## src/rtl/spi_am_pkg.sv

```systemverilog
package spi_am_pkg;

   localparam int FLAG_N  = 2;
   localparam int FLAG_UF = 0;
   localparam int FLAG_SS = 1;

   typedef enum logic [0:0] {
      ENG_IDLE = 1'b0,
      ENG_RUN  = 1'b1
   } eng_state_e;

endpackage

```

## src/rtl/spi_am_fifo.sv

```systemverilog
module spi_am_fifo #(
   parameter int W     = 8,
   parameter int DEPTH = 4
) (
   input  logic         clk,
   input  logic         rst_n,
   input  logic         wr_en,
   input  logic [W-1:0] wr_data,
   input  logic         rd_en,
   output logic [W-1:0] rd_data,
   output logic         full,
   output logic         empty
);

   generate
      if (DEPTH == 1) begin : g_single
         logic         vld_q;
         logic [W-1:0] dat_q;
         always_ff @(posedge clk or negedge rst_n) begin
            if (!rst_n) begin
               vld_q <= 1'b0;
               dat_q <= '0;
            end else if (wr_en && !vld_q) begin
               vld_q <= 1'b1;
               dat_q <= wr_data;
            end else if (rd_en && vld_q) begin
               vld_q <= 1'b0;
            end
         end
         assign rd_data = dat_q;
         assign full    = vld_q;
         assign empty   = !vld_q;
      end else begin : g_ring
         localparam int PTR_W = $clog2(DEPTH);
         localparam int CNT_W = $clog2(DEPTH + 1);
         localparam logic [PTR_W-1:0] PTR_LAST = PTR_W'(DEPTH - 1);
         localparam logic [CNT_W-1:0] CNT_FULL = CNT_W'(DEPTH);

         logic [W-1:0]     mem [DEPTH];
         logic [PTR_W-1:0] wr_q, rd_q;
         logic [CNT_W-1:0] cnt_q;
         logic             do_wr, do_rd;

         assign full  = (cnt_q == CNT_FULL);
         assign empty = (cnt_q == '0);
         assign do_wr = wr_en && !full;
         assign do_rd = rd_en && !empty;

         always_ff @(posedge clk) begin
            if (do_wr) mem[wr_q] <= wr_data;
         end

         always_ff @(posedge clk or negedge rst_n) begin
            if (!rst_n) begin
               wr_q  <= '0;
               rd_q  <= '0;
               cnt_q <= '0;
            end else begin
               if (do_wr) wr_q <= (wr_q == PTR_LAST) ? '0 : wr_q + 1'b1;
               if (do_rd) rd_q <= (rd_q == PTR_LAST) ? '0 : rd_q + 1'b1;
               if (do_wr && !do_rd)      cnt_q <= cnt_q + 1'b1;
               else if (do_rd && !do_wr) cnt_q <= cnt_q - 1'b1;
            end
         end

         assign rd_data = mem[rd_q];
      end
   endgenerate

endmodule

```

## src/rtl/spi_am_engine.sv

```systemverilog
module spi_am_engine
   import spi_am_pkg::*;
#(
   parameter int FRAME_W = 8,
   parameter int CLK_DIV = 2
) (
   input  logic               clk,
   input  logic               rst_n,
   input  logic               halt,
   input  logic               may_start,
   input  logic               auto_tx,
   input  logic               tx_avail,
   input  logic [FRAME_W-1:0] tx_word,
   input  logic               miso,
   output logic               tx_pop,
   output logic               fill_start,
   output logic               rx_push,
   output logic [FRAME_W-1:0] rx_word,
   output logic               busy,
   output logic               sclk,
   output logic               mosi
);

   localparam int DIV_W = (CLK_DIV > 1) ? $clog2(CLK_DIV) : 1;
   localparam int BIT_W = $clog2(FRAME_W);
   localparam logic [DIV_W-1:0] DIV_LAST = DIV_W'(CLK_DIV - 1);
   localparam logic [BIT_W-1:0] BIT_LAST = BIT_W'(FRAME_W - 1);

   eng_state_e         st_q;
   logic               sclk_q;
   logic [DIV_W-1:0]   div_q;
   logic [BIT_W-1:0]   bit_q;
   logic [FRAME_W-1:0] sh_q;
   logic [FRAME_W-1:0] rxsh_q;

   logic run, half, rise, fall, last, want, load;

   assign run  = (st_q == ENG_RUN);
   assign half = run && (div_q == DIV_LAST);
   assign rise = half && !sclk_q;
   assign fall = half && sclk_q;
   assign last = (bit_q == BIT_LAST);
   assign want = may_start && (tx_avail || auto_tx);
   assign load = !halt && want && (!run || (fall && last));

   assign tx_pop     = load && tx_avail;
   assign fill_start = load && !tx_avail;
   assign rx_push    = !halt && rise && last;
   assign rx_word    = {rxsh_q[FRAME_W-2:0], miso};

   assign busy = run;
   assign sclk = sclk_q;
   assign mosi = sh_q[FRAME_W-1];

   always_ff @(posedge clk or negedge rst_n) begin
      if (!rst_n) begin
         st_q   <= ENG_IDLE;
         sclk_q <= 1'b0;
         div_q  <= '0;
         bit_q  <= '0;
         sh_q   <= '0;
         rxsh_q <= '0;
      end else if (halt) begin
         st_q   <= ENG_IDLE;
         sclk_q <= 1'b0;
         div_q  <= '0;
         bit_q  <= '0;
      end else if (load) begin
         st_q   <= ENG_RUN;
         sclk_q <= 1'b0;
         div_q  <= '0;
         bit_q  <= '0;
         sh_q   <= tx_avail ? tx_word : {FRAME_W{sh_q[FRAME_W-1]}};
      end else if (run) begin
         div_q <= half ? '0 : div_q + 1'b1;
         if (half) sclk_q <= !sclk_q;
         if (rise) rxsh_q <= {rxsh_q[FRAME_W-2:0], miso};
         if (fall) begin
            if (last) begin
               st_q <= ENG_IDLE;
            end else begin
               bit_q <= bit_q + 1'b1;
               sh_q  <= {sh_q[FRAME_W-2:0], 1'b0};
            end
         end
      end
   end

endmodule

```

## src/rtl/spi_am_cs.sv

```systemverilog
module spi_am_cs #(
   parameter int SYNC = 2
) (
   input  logic clk,
   input  logic rst_n,
   input  logic en,
   input  logic auto_cs,
   input  logic cs_invert,
   input  logic cs_is_input,
   input  logic takeover,
   input  logic busy,
   input  logic cs_i,
   output logic cs_o,
   output logic cs_oe,
   output logic sel_seen,
   output logic slave_mode
);

   logic [SYNC-1:0] chain_q;
   logic            cs_sync;
   logic            sel_active;
   logic            drive_sel;
   logic            slave_q;

   generate
      if (SYNC == 1) begin : g_one
         always_ff @(posedge clk or negedge rst_n) begin
            if (!rst_n) chain_q <= '1;
            else        chain_q <= cs_i;
         end
      end else begin : g_chain
         always_ff @(posedge clk or negedge rst_n) begin
            if (!rst_n) chain_q <= '1;
            else        chain_q <= {chain_q[SYNC-2:0], cs_i};
         end
      end
   endgenerate

   assign cs_sync    = chain_q[SYNC-1];
   assign sel_active = cs_is_input && (cs_sync == cs_invert);
   assign sel_seen   = sel_active;

   always_ff @(posedge clk or negedge rst_n) begin
      if (!rst_n)                      slave_q <= 1'b0;
      else if (!en)                    slave_q <= 1'b0;
      else if (sel_active && takeover) slave_q <= 1'b1;
   end

   assign slave_mode = slave_q;
   assign drive_sel  = auto_cs && busy && !cs_is_input;
   assign cs_o       = drive_sel ? cs_invert : !cs_invert;
   assign cs_oe      = !cs_is_input;

endmodule

```

## src/rtl/spi_burst_master.sv

```systemverilog
module spi_burst_master
   import spi_am_pkg::*;
#(
   parameter int FRAME_W  = 8,
   parameter int TX_DEPTH = 4,
   parameter int RX_DEPTH = 4,
   parameter int CLK_DIV  = 2,
   parameter int CS_SYNC  = 2
) (
   input  logic               clk,
   input  logic               rst_n,
   input  logic               en,
   input  logic               auto_cs,
   input  logic               cs_invert,
   input  logic               cs_is_input,
   input  logic               takeover,
   input  logic               auto_tx,
   input  logic [FRAME_W-1:0] tx_data,
   input  logic               tx_valid,
   output logic               tx_ready,
   output logic [FRAME_W-1:0] rx_data,
   output logic               rx_valid,
   input  logic               rx_ready,
   input  logic [FLAG_N-1:0]  flag_clr,
   output logic [FLAG_N-1:0]  flags,
   output logic               slave_mode,
   output logic               sclk,
   output logic               mosi,
   input  logic               miso,
   output logic               cs_o,
   output logic               cs_oe,
   input  logic               cs_i
);

   generate
      if (FRAME_W < 4 || FRAME_W > 16) begin : g_bad_frame
         $error("spi_burst_master: FRAME_W must lie in 4..16");
      end
      if (TX_DEPTH < 1 || RX_DEPTH < 1) begin : g_bad_depth
         $error("spi_burst_master: buffer depths must be at least 1");
      end
      if (CLK_DIV < 1) begin : g_bad_div
         $error("spi_burst_master: CLK_DIV must be at least 1");
      end
      if (CS_SYNC < 1) begin : g_bad_sync
         $error("spi_burst_master: CS_SYNC must be at least 1");
      end
   endgenerate

   logic               tx_full, tx_empty, tx_pop;
   logic [FRAME_W-1:0] tx_word;
   logic               rx_full, rx_empty, rx_push;
   logic [FRAME_W-1:0] rx_word;
   logic               eng_busy, fill_start, sel_seen;
   logic               halt, may_start;
   logic [FLAG_N-1:0]  flag_set, flags_q;

   assign halt      = !en || slave_mode;
   assign may_start = en && !slave_mode && !rx_full;
   assign tx_ready  = !tx_full;
   assign rx_valid  = !rx_empty;

   spi_am_fifo #(.W(FRAME_W), .DEPTH(TX_DEPTH)) u_txq (
      .clk     (clk),
      .rst_n   (rst_n),
      .wr_en   (tx_valid),
      .wr_data (tx_data),
      .rd_en   (tx_pop),
      .rd_data (tx_word),
      .full    (tx_full),
      .empty   (tx_empty)
   );

   spi_am_fifo #(.W(FRAME_W), .DEPTH(RX_DEPTH)) u_rxq (
      .clk     (clk),
      .rst_n   (rst_n),
      .wr_en   (rx_push),
      .wr_data (rx_word),
      .rd_en   (rx_ready),
      .rd_data (rx_data),
      .full    (rx_full),
      .empty   (rx_empty)
   );

   spi_am_engine #(.FRAME_W(FRAME_W), .CLK_DIV(CLK_DIV)) u_eng (
      .clk        (clk),
      .rst_n      (rst_n),
      .halt       (halt),
      .may_start  (may_start),
      .auto_tx    (auto_tx),
      .tx_avail   (!tx_empty),
      .tx_word    (tx_word),
      .miso       (miso),
      .tx_pop     (tx_pop),
      .fill_start (fill_start),
      .rx_push    (rx_push),
      .rx_word    (rx_word),
      .busy       (eng_busy),
      .sclk       (sclk),
      .mosi       (mosi)
   );

   spi_am_cs #(.SYNC(CS_SYNC)) u_cs (
      .clk         (clk),
      .rst_n       (rst_n),
      .en          (en),
      .auto_cs     (auto_cs),
      .cs_invert   (cs_invert),
      .cs_is_input (cs_is_input),
      .takeover    (takeover),
      .busy        (eng_busy),
      .cs_i        (cs_i),
      .cs_o        (cs_o),
      .cs_oe       (cs_oe),
      .sel_seen    (sel_seen),
      .slave_mode  (slave_mode)
   );

   always_comb begin
      flag_set          = '0;
      flag_set[FLAG_UF] = fill_start;
      flag_set[FLAG_SS] = sel_seen;
   end

   always_ff @(posedge clk or negedge rst_n) begin
      if (!rst_n) flags_q <= '0;
      else        flags_q <= flag_set | (flags_q & ~flag_clr);
   end

   assign flags = flags_q;

endmodule

```

## config.mk

```make
export PLATFORM = sky130hd
export DESIGN_NAME = spi_burst_master
export DESIGN_NICKNAME = d
export VERILOG_FILES = /design/src/rtl/spi_am_pkg.sv /design/src/rtl/spi_am_fifo.sv /design/src/rtl/spi_am_engine.sv /design/src/rtl/spi_am_cs.sv /design/src/rtl/spi_burst_master.sv
export SDC_FILE = /design/constraint.sdc
export NUM_CORES = 1
export LEC_CHECK = 0
export BUFFER_PORTS_ARGS = -buffer_cell sky130_fd_sc_hd__clkbuf_2
export CORE_MARGIN = 2
export CORE_UTILIZATION = 30
export CTS_CLUSTER_DIAMETER = 120
export DETAILED_ROUTE_END_ITERATION = 6
export MAX_ROUTING_LAYER = met4
export PLACE_DENSITY = 0.44
export SLEW_MARGIN = 20
export SYNTH_ARGS = -nofsm -noshare
export SYNTH_HDL_FRONTEND = slang
export SYNTH_HIERARCHICAL = 1
export SYNTH_SLANG_ARGS = --single-unit
export TNS_END_PERCENT = 30
```

## constraint.sdc

```tcl
create_clock -name clk -period 3.4 [get_ports clk]
set_input_delay 0.17 -clock clk [delete_from_list [all_inputs] [get_ports clk]]
set_output_delay 0.17 -clock clk [all_outputs]
set_load 0.005 [all_outputs]
```

### Word-level counts from Yosys, hierarchy flattened

Memory sizes are Yosys's and may differ from the RTL's.
Index checks and enable logic that the tools add are counted.

* reductions and logical operators: 57
* equality and inequality tests: 12
* add/subtract/negate cells: 10
* bitwise operators: 5
* mux-type cells: 38

Operators by type and width (count)
* $mux W8: 5
* $mux W3: 9
* $logic_and A1 B1 Y1: 25
* $mux W1: 20
* $logic_not A1 Y1: 15
* $add A3 B1 Y3 const B: 3
* $eq A3 B3 Y1 const B: 3
* $reduce_bool A3 Y1: 3
* $add A2 B1 Y2 const B: 4
* $eq A2 B2 Y1 const B: 4
* $mux W2: 4
* $reduce_and A4 Y1: 2
* $reduce_bool A2 Y1: 4
* $logic_not A3 Y1: 2
* $sub A3 B1 Y3 const B: 2
* $reduce_and A5 Y1: 1
* $ne A2 B2 Y1 const B: 2
* $logic_or A1 B1 Y1: 3
* $ne A3 B2 Y1 const B: 1
* $reduce_and A3 Y1: 1
* $and A2 B2 Y2: 1
* $ne A2 B1 Y1 const B: 1
* $not A1 Y1: 2
* $not A2 Y2: 1
* other kinds (4): 4

* output and inout bits: 17
* word-level logic and storage cells: 140
* input bits: 22
* flip-flop bits (word level): 40
* RAM bits: 64
* memories kept: 2

Memory list
* u_rxq.g_ring.mem: words 4, bits a word 8, rd ports 1, clocked after memory_dff 0, wr ports 1, RTL line spi_am_fifo.sv:39 `logic [W-1:0] mem [DEPTH];`
* u_txq.g_ring.mem: words 4, bits a word 8, rd ports 1, clocked after memory_dff 0, wr ports 1, RTL line spi_am_fifo.sv:39

### Depth between registers and ports, before layout

Gate-level depths: netlist of the first run.

* depth after elaboration: 11
* gate-level depth with buffers: 13
* depth with buffers taken out: 12

### Hierarchy

Netlist of the first run, hierarchy kept.

By module, submodules not included
* spi_am_fifo: instances 2, sequential area each 1136.1 um2, cells each 79, area each 1619.1 um2
* spi_am_engine: instances 1, sequential area each 525.5 um2, cells each 95, area each 1074.8 um2
* spi_am_cs: instances 1, sequential area each 77.6 um2, cells each 10, area each 127.6 um2
* spi_burst_master: instances 1, sequential area each 50.0 um2, cells each 11, area each 103.8 um2

### Least setup slack after synthesis of the first run

Ideal clock, no wire load.

* path type: register to register
* start: register u_cs.slave_q, in the netlist u_cs/slave_mode
* end: register u_rxq.g_ring.cnt_q[2]
* clock period less this slack: 2.647 ns
* data arrival time: 2.568 ns
* required time: 3.321 ns
* library setup time: 0.079 ns
* buffers on the path: 1
* setup slack: 0.753 ns
* stages on the path, launching flop included: 12
* cell sequence: dfrtp_1 -> nand2b_4 -> clkbuf_1 -> nor3_2 -> and2_1 -> nor2b_4 -> ha_1 -> inv_1 -> fa_1 -> xor2_1 -> nor2_1 -> xor2_1

* cells in the longest elaborated chain, start to end: 8
* elaborated cells between the ends (all ways): 10
* those cells by class: 1 x mux; 9 x reduce/logical

Ends and longest elaborated chain
* start, declared: RTL line spi_am_cs.sv:23 `logic slave_q;`
* start signal, assigned: RTL line spi_am_cs.sv:44 `if (!rst_n) slave_q <= 1'b0;`
* start signal, assigned: RTL line spi_am_cs.sv:45 `else if (!en) slave_q <= 1'b0;`
* start signal, assigned: RTL line spi_am_cs.sv:46 `else if (sel_active && takeover) slave_q <= 1'b1;`
* $logic_or A1 B1 Y1 *: RTL line spi_burst_master.sv:58 `assign halt = !en || slave_mode;`
* via halt: RTL line spi_burst_master.sv:55 `logic halt, may_start;`
* $logic_not A1 Y1 *: RTL line spi_am_engine.sv:48 `assign rx_push = !halt && rise && last;`
* $logic_and A1 B1 Y1 * (2 in series): RTL line spi_am_engine.sv:48
* via rx_push: RTL line spi_burst_master.sv:52 `logic rx_full, rx_empty, rx_push;`
* $logic_and A1 B1 Y1 *: RTL line spi_am_fifo.sv:46 `assign do_wr = wr_en && !full;`
* via u_rxq.g_ring.do_wr: RTL line spi_am_fifo.sv:42 `logic do_wr, do_rd;`
* $logic_not A1 Y1: RTL line spi_am_fifo.sv:62 `else if (do_rd && !do_wr) cnt_q <= cnt_q - 1'b1;`
* $logic_and A1 B1 Y1: RTL line spi_am_fifo.sv:62
* $reduce_bool A2 Y1 (no source line)
* end signal, assigned: RTL line spi_am_fifo.sv:61 `if (do_wr && !do_rd) cnt_q <= cnt_q + 1'b1;`
* end signal, assigned: RTL line spi_am_fifo.sv:62
* end, declared: RTL line spi_am_fifo.sv:41 `logic [CNT_W-1:0] cnt_q;`

Mark *: on every way through the listed nets, which the timed path passes. The rest lies on a longest branch.
A chain may end at the register's enable or synchronous reset.

### Final worst setup path of the first run

* start: register u_txq.g_ring.cnt_q[0]
* end: register u_txq.g_ring.cnt_q[2]

* cells in the longest elaborated chain, start to end: 11
* elaborated cells between the ends (all ways): 20
* those cells by class: 2 x add/sub; 1 x eq/ne; 2 x mux; 15 x reduce/logical

Ends and longest elaborated chain
* start, declared: RTL line spi_am_fifo.sv:41
* start signal, assigned: RTL line spi_am_fifo.sv:61
* start signal, assigned: RTL line spi_am_fifo.sv:62
* $logic_not A3 Y1 *: RTL line spi_am_fifo.sv:45 `assign empty = (cnt_q == '0);`
* via tx_empty: RTL line spi_burst_master.sv:50 `logic tx_full, tx_empty, tx_pop;`
* $logic_not A1 Y1 *: RTL line spi_burst_master.sv:91 `.tx_avail (!tx_empty),`
* $logic_or A1 B1 Y1: RTL line spi_am_engine.sv:43 `assign want = may_start && (tx_avail || auto_tx);`
* $logic_and A1 B1 Y1: RTL line spi_am_engine.sv:43
* $logic_and A1 B1 Y1 (2 in series): RTL line spi_am_engine.sv:44 `assign load = !halt && want && (!run || (fall && last));`
* $logic_and A1 B1 Y1 *: RTL line spi_am_engine.sv:46 `assign tx_pop = load && tx_avail;`
* via tx_pop: RTL line spi_burst_master.sv:50
* $logic_and A1 B1 Y1 *: RTL line spi_am_fifo.sv:47 `assign do_rd = rd_en && !empty;`
* $logic_not A1 Y1: RTL line spi_am_fifo.sv:61
* $logic_and A1 B1 Y1: RTL line spi_am_fifo.sv:61
* $mux W3 or $reduce_bool A2 Y1 (tied branches)

Mark *: on every way through the listed nets, which the timed path passes. The rest lies on a longest branch. The select of a mux whose other input is x is not followed.

==> run metrics, run 1 <==
die width about 130 µm; Max Freq 369 MHz; Clock transition at path regs 70 ps; sw power 1140 µW; Core Rows 44; Finished Cell Area 5260 µm²; Clock Latency Late Sink roughly 350 ps; count of pins over their slew limit 0; NumNets Final 356; largest net degree at the start of global routing 41; Final HPWL DP 5080 µm; final hold violations 0; Final Cycle Share 0.797; Distinct cells, synth 43; die area roughly 16000 µm²; Area after DPL slightly below 5000 µm²; DRC viols 0; number of synthesis warnings 6; max incr delay on CP ~460 ps; Worst Clk Skew between 7 and 8 ps; Slew HR 0.458; DRT iter0 DRCs 70; endpoint class of the critical path register; Critical Setup Path Class register to register; H-tree depth 3; Clk network pwr share 0.280; simple-gate share of the synthesized area 0.0870; clock tree from TritonCTS built; Combinational Power Share 0.236; Top-Level Pins 39; CP max FO 12; wire length per cell 14.8 µm; Worst EP arrival 2980 ps; Worst VDD drop 0.000343 V; Final Core Density 0.359; Worst Hold Class input port to register; Core ar. about 15000 µm²; initial antenna violation count 0; All-Layer GR Usage 0.108; slew of the pin with the lowest slew margin 809 ps; Top delay family on crit path simple AND/OR/NAND/NOR gates; ratio of cells with drive above 1 in the final layout 0.368; post-synthesis net count 312; Port Buf Inserts 38; max cap viols 0; synthesis-stage register bit count between 100 and 150; setup tns final 0 ps; global-route wire length before repair 12600 µm; compound-gate portion of the synthesized area 0.0490; Sequential Power Share 0.484; vias in the first global route 2335; Syn Area/Cell 16.6 µm²; sequential-to-total area share from yosys stat 0.644; RSZ-0062 raised after global routing false; diode count 0; Post-Synthesis Cells 274; most frequent cells in the layout 64 x edfxtp_1, 38 x dfrtp_1, 37 x clkbuf_2; Root Driver clkbuf_16; final critical-path required period 2710 ps; Avg Vias per Cell 4.44; sw frac 0.297; total power about 3800 µW; crit-path cells nor3_2 -> inv_1 -> o21ai_2 -> a211oi_4 -> and2_2 -> nand2b_4 -> ha_1 -> inv_1 -> fa_1 -> xor2_1 -> nor2_1 -> xor2_1; wirelength, routed around 7500 µm; P_int 2700 µW; routed via count 2250; Data required, critical path 3670 ps; Power Density 730 nW/µm²; Min Hold Slack 34.0 ps; area grow syn2layout 15.8%; Startpoint Class register; leading cell type in the layout, fill and taps excluded edfxtp_1; largest family of logic cells by synthesized area multiplexers; Num CTS Buffers 9; adder-cell share of the synthesized area 0.0474; Cell Area, Synth approximately 4500 µm²; Post-DRT Antenna Nets 0; Synth Area in XOR/XNOR 0.0173; TritonCTS sink count 104; post-CTS setup buffers 0; worst path bufs/invs 2; deepest clock path buffer count 2; final setup violation count 0; slowest CP cell dfrtp_1; status complete, no violations; gr ovfl total 0; Final GP Congestion 0.697; chip height 127 µm; DRT Pass-1 Iters 4; initial core utilization 0.310; post-cts gate resize count 0; multiplexer area fraction after synthesis 0.132; Leak 0.00208 µW
==> cells by family after synthesis <==
logic type | count (synthesis)
adder cells (fa/ha/maj) | 16
XOR/XNOR | 9
buffers and inverters | 23
AND/OR/NAND/NOR | 59
AO/OA/AOI/OAI | 27
flip-flops | 104
multiplexers | 36
==> timing repair <==
item                                    CTS  global route
endpoints found under the setup margin    0             0
endpoints found under the hold margin    39             0
hold buffers                              2             0
==> stage by stage <==
| stage | worst slack, ps | cells |
|---|---|---|
| CTS | 642 | 507 |
| global route | 459 | 507 |
| floorplan | 753 | 274 |
| detailed placement | 665 | 489 |
| global placement | 725 | 489 |
| finish | 689 | 507 |
==> state kept, by name, summed over array words and instances, names as in the netlist <==
register            flops
flags                   2
u_cs/chain_q            2
u_cs/slave_mode         1
u_eng/bit_q             3
u_eng/busy              1
u_eng/div_q             1
u_eng/rxsh_q            7
u_eng/sclk              1
u_eng/sh_q              8
u_rxq/g_ring.cnt_q      3
u_rxq/g_ring.mem       32
u_rxq/g_ring.rd_q       2
u_rxq/g_ring.wr_q       2
u_txq/g_ring.cnt_q      3
u_txq/g_ring.mem       32
u_txq/g_ring.rd_q       2
u_txq/g_ring.wr_q       2
==> path summary, 6_finish.rpt <==
| kind | startpoint | to | slack [ps] | depth (start not counted) |
|---|---|---|---|---|
| worst max register to register | u_txq/g_ring.cnt_q[0] | u_txq/g_ring.cnt_q[2] | 690 | 12 |
| worst max-delay path | u_txq/g_ring.cnt_q[0] | u_txq/g_ring.cnt_q[2] | 690 | 12 |
| max in group asynchronous | rst_n | u_eng/rxsh_q[6] | 2620 | 2 |
| worst min register to register | u_cs/chain_q[0] | u_cs/chain_q[1] | 360 | 0 |
| worst min-delay path | tx_data[5] | u_txq/g_ring.mem[0][5] | 30 | 1 |
| min in group asynchronous | rst_n | u_txq/g_ring.cnt_q[2] | 390 | 2 |
==> synth_stat cells <==
cell      count  area, µm²
dfstp_2       2       52.6
o21ai_2       1       8.76
a221o_1       1       10.0
clkbuf_1      4       15.0
nand2_1      11       41.3
ha_1         14        175
mux4_2       16        360
and2_1        2       12.5
dfrtp_1      38        951
nand3_2       1       10.0
buf_4         1       7.51
nor2_1       14       52.6
nor2b_1       1       6.26
a21o_1        3       22.5
nand3b_1      2       15.0
a21oi_1      10       50.1
a311oi_1      1       8.76
nor3_2        3       30.0
and2_2        8       60.1
o31ai_1       2       15.0
xnor2_1       3       26.3
and3_1        1       6.26
nor2b_4       2       27.5
o22a_1        1       8.76
nand4b_1      1       8.76
inv_1        13       48.8
a2111o_1      1       11.3
nor3b_4       2       37.5
mux2_4        4       60.1
nand2b_1      4       25.0
nor2_2        1       6.26
o31ai_2       4       50.1
nand2b_4      3       41.3
mux2i_1       2       20.0
buf_6         2       22.5
fa_1          2       40.0
a211oi_4      1       20.0
xor2_1        6       52.6
mux2_2       14        158
a22o_1        2       17.5
buf_2         3       15.0
edfxtp_1     64       1920
nor3_1        3       15.0
==> cell type report <==
class,count,area [µm²]
multi-input cells,147,1510
clock inverters,7,86.3
clock buffers,9,225
well taps,184,230
flip-flops and latches,104,2930
repair buffers,43,235
inverters,13,48.8
fillers,1411,9380
==> power by group through the flow <==
stage	Clock [µW]	Combinational [µW]	Sequential, µW
detailed placement	0	928	1900
global route	1170	1020	1910
global placement	0	918	1890
finish	1070	908	1860
CTS	1120	934	1870
floorplan	0	809	1740
==> metal layers <==
metal,vias to the layer above,share of wire,global-route usage
li1,1099,-,-
met4,0,0.015,0.0368
met3,8,0.042,0.0423
met1,1106,0.45,0.128
met2,37,0.50,0.170
met5,-,0,-
(Power assumes the default switching activity.)
==> run 2: changes to the inputs <==
PLACE_DENSITY = 0.45   (was 0.44)
clock period = 2.2 ns   (was 3.4 ns; I/O delays follow)
==> run metrics, run 2 (synthesis results as in run 1) <==
status finished, violations left; failing checks negative setup slack; final critical-path required period approximately 2300 ps; Worst EP arrival 2510 ps; area grow syn2layout 23.2%; Top-Level Pins 39; Critical Setup Path Class register to register; chip height between 100 and 150 µm; wire length per cell 15.0 µm; initial antenna violation count 0; H-tree depth 3; CP max FO 2; final hold violations 0; Worst Hold Class input port to register; RSZ-0062 raised after global routing true; slew of the pin with the lowest slew margin 863 ps; hold path depth 2; WP depth 10; All-Layer GR Usage 0.112; worst path bufs/invs 1; crit-path cells ha_2 -> ha_4 -> nand3_4 -> a211oi_4 -> and2_4 -> nand2b_4 -> ha_4 -> inv_2 -> fa_1 -> mux2_2; Clock Latency Late Sink 350 ps; Num CTS Buffers 9; gr ovfl total 0; Core ar. 14600 µm²; endpoint class of the critical path register; die width about 130 µm; Top delay family on crit path adder cells; Clk network pwr share 0.246; Root Driver clkbuf_16; max incr delay on CP 390 ps; max cap viols 0; Port Buf Inserts 38; DRT iter0 DRCs 132; Final Cycle Share 1.04; vias in the first global route 2553; DRC viols 0; ratio of cells with drive above 1 in the final layout 0.422; diode count 0; largest net degree at the start of global routing 33; deepest clock path buffer count 2; initial core utilization 0.310; global-route wire length before repair between 10000 and 15000 µm; total power 6030 µW; Data required, critical path roughly 2400 ps; worst setup margin -78.6 ps; Final HPWL DP 5580 µm; DRT Pass-1 Iters 4; TritonCTS sink count 104; Slew HR 0.425; P_int 4230 µW; most frequent cells in the layout 64 x edfxtp_1, 38 x clkbuf_2, 36 x dfrtp_1; Top cell by count, worst path ha_4; Top Registers u_rxq/g_ring.mem (32), u_txq/g_ring.mem (32), u_eng/sh_q (8); count of pins over their slew limit 0; final setup violation count 1; Final GP Congestion ~0.7; wirelength, routed 8140 µm; Post-DRT Antenna Nets 0; Layout Cells excl Fill 544; sw frac 0.299; Max Freq 439 MHz; Combinational Power Share 0.298; Sequential Power Share 0.456; clock tree from TritonCTS built; NumNets Final 393; worst reg2reg path depth 10; Worst Clk Skew 6.08 ps; slowest CP cell fa_1; Worst VDD drop 0.000470 V; leading cell type in the layout, fill and taps excluded edfxtp_1; Power Density 1080 nW/µm²; Avg Vias per Cell 4.48; Clock transition at path regs 70 ps; routed via count 2437; Startpoint Class register; sw power 1800 µW; placed cells 513; Core Rows 44; die area 16100 µm²; Leak 0.00222 µW
-- run 2: power by group through the flow --
stage,registers (µW),clock network [µW],logic [µW]
after global placement,2790,0,1790
after detailed placement,2790,0,1810
final,2750,1490,1800
after global routing,2810,1630,2000
after floorplan,2680,0,1280
after CTS,2750,1560,1840
-- run 2: through the flow --
stage	worst slack (ps)	util	instance area, µm²	hold slack, ps	TNS, ps
3_5_place_dp	-58.0	0.353	5160	210	-58.0
6_report	-78.6	0.382	5600	79.8	-78.6
3_3_place_gp	-9.42	0.353	5160	208	-9.42
2_1_floorplan	-211	-	4600	-186	-717
5_1_grt	-177	0.382	5600	92.0	-373
4_1_cts	-87.8	0.380	5570	68.5	-94.0
-- run 2: repair_timing --
item	CTS	global route
endpoints found under the setup margin	3	4
setup buffers	0	2
pin swaps	0	3
hold buffers	13	0
gates resized for setup	2	3
hold endpoints to repair	68	0
-- run 2: final cells by class --
type	instances	area, µm²
Fill cell	1434	9040
Sequential cell	104	2930
Clock buffer	10	229
Timing Repair Buffer	80	538
Clock inverter	6	43.8
Multi-Input combinational cell	147	1580
Tap cell	184	230
Inverter	13	48.8
-- run 2: final timing paths --
| check | startpoint | endpoint | slack, ps |
|---|---|---|---|
| max | u_eng/bit_q[0] | u_txq/g_ring.cnt_q[1] | -80 |
| min | en | u_cs/slave_mode | 80 |
| max reg2reg | u_eng/bit_q[0] | u_txq/g_ring.cnt_q[1] | -80 |
| min reg2reg | u_cs/chain_q[0] | u_cs/chain_q[1] | 360 |
| max in group asynchronous | rst_n | u_eng/sh_q[7] | 1130 |
| min in group asynchronous | rst_n | u_txq/g_ring.wr_q[1] | 400 |
-- run 2: worst register-to-register path, stage by stage, from the launching register on --
cell	delay, ps
dfrtp_1	360
ha_2	190
ha_4	140
nand3_4	80
a211oi_4	270
and2_4	190
nand2b_4	60
ha_4	160
inv_2	40
fa_1	390
mux2_2	270
-- run 2: metal layers --
metal,track usage,wire [µm],vias to the layer above
met2,0.182,3920,42
met4,0.0524,167,0
met1,0.135,3800,1210
li1,-,-,1173
met3,0.0243,259,12
met5,-,0,-
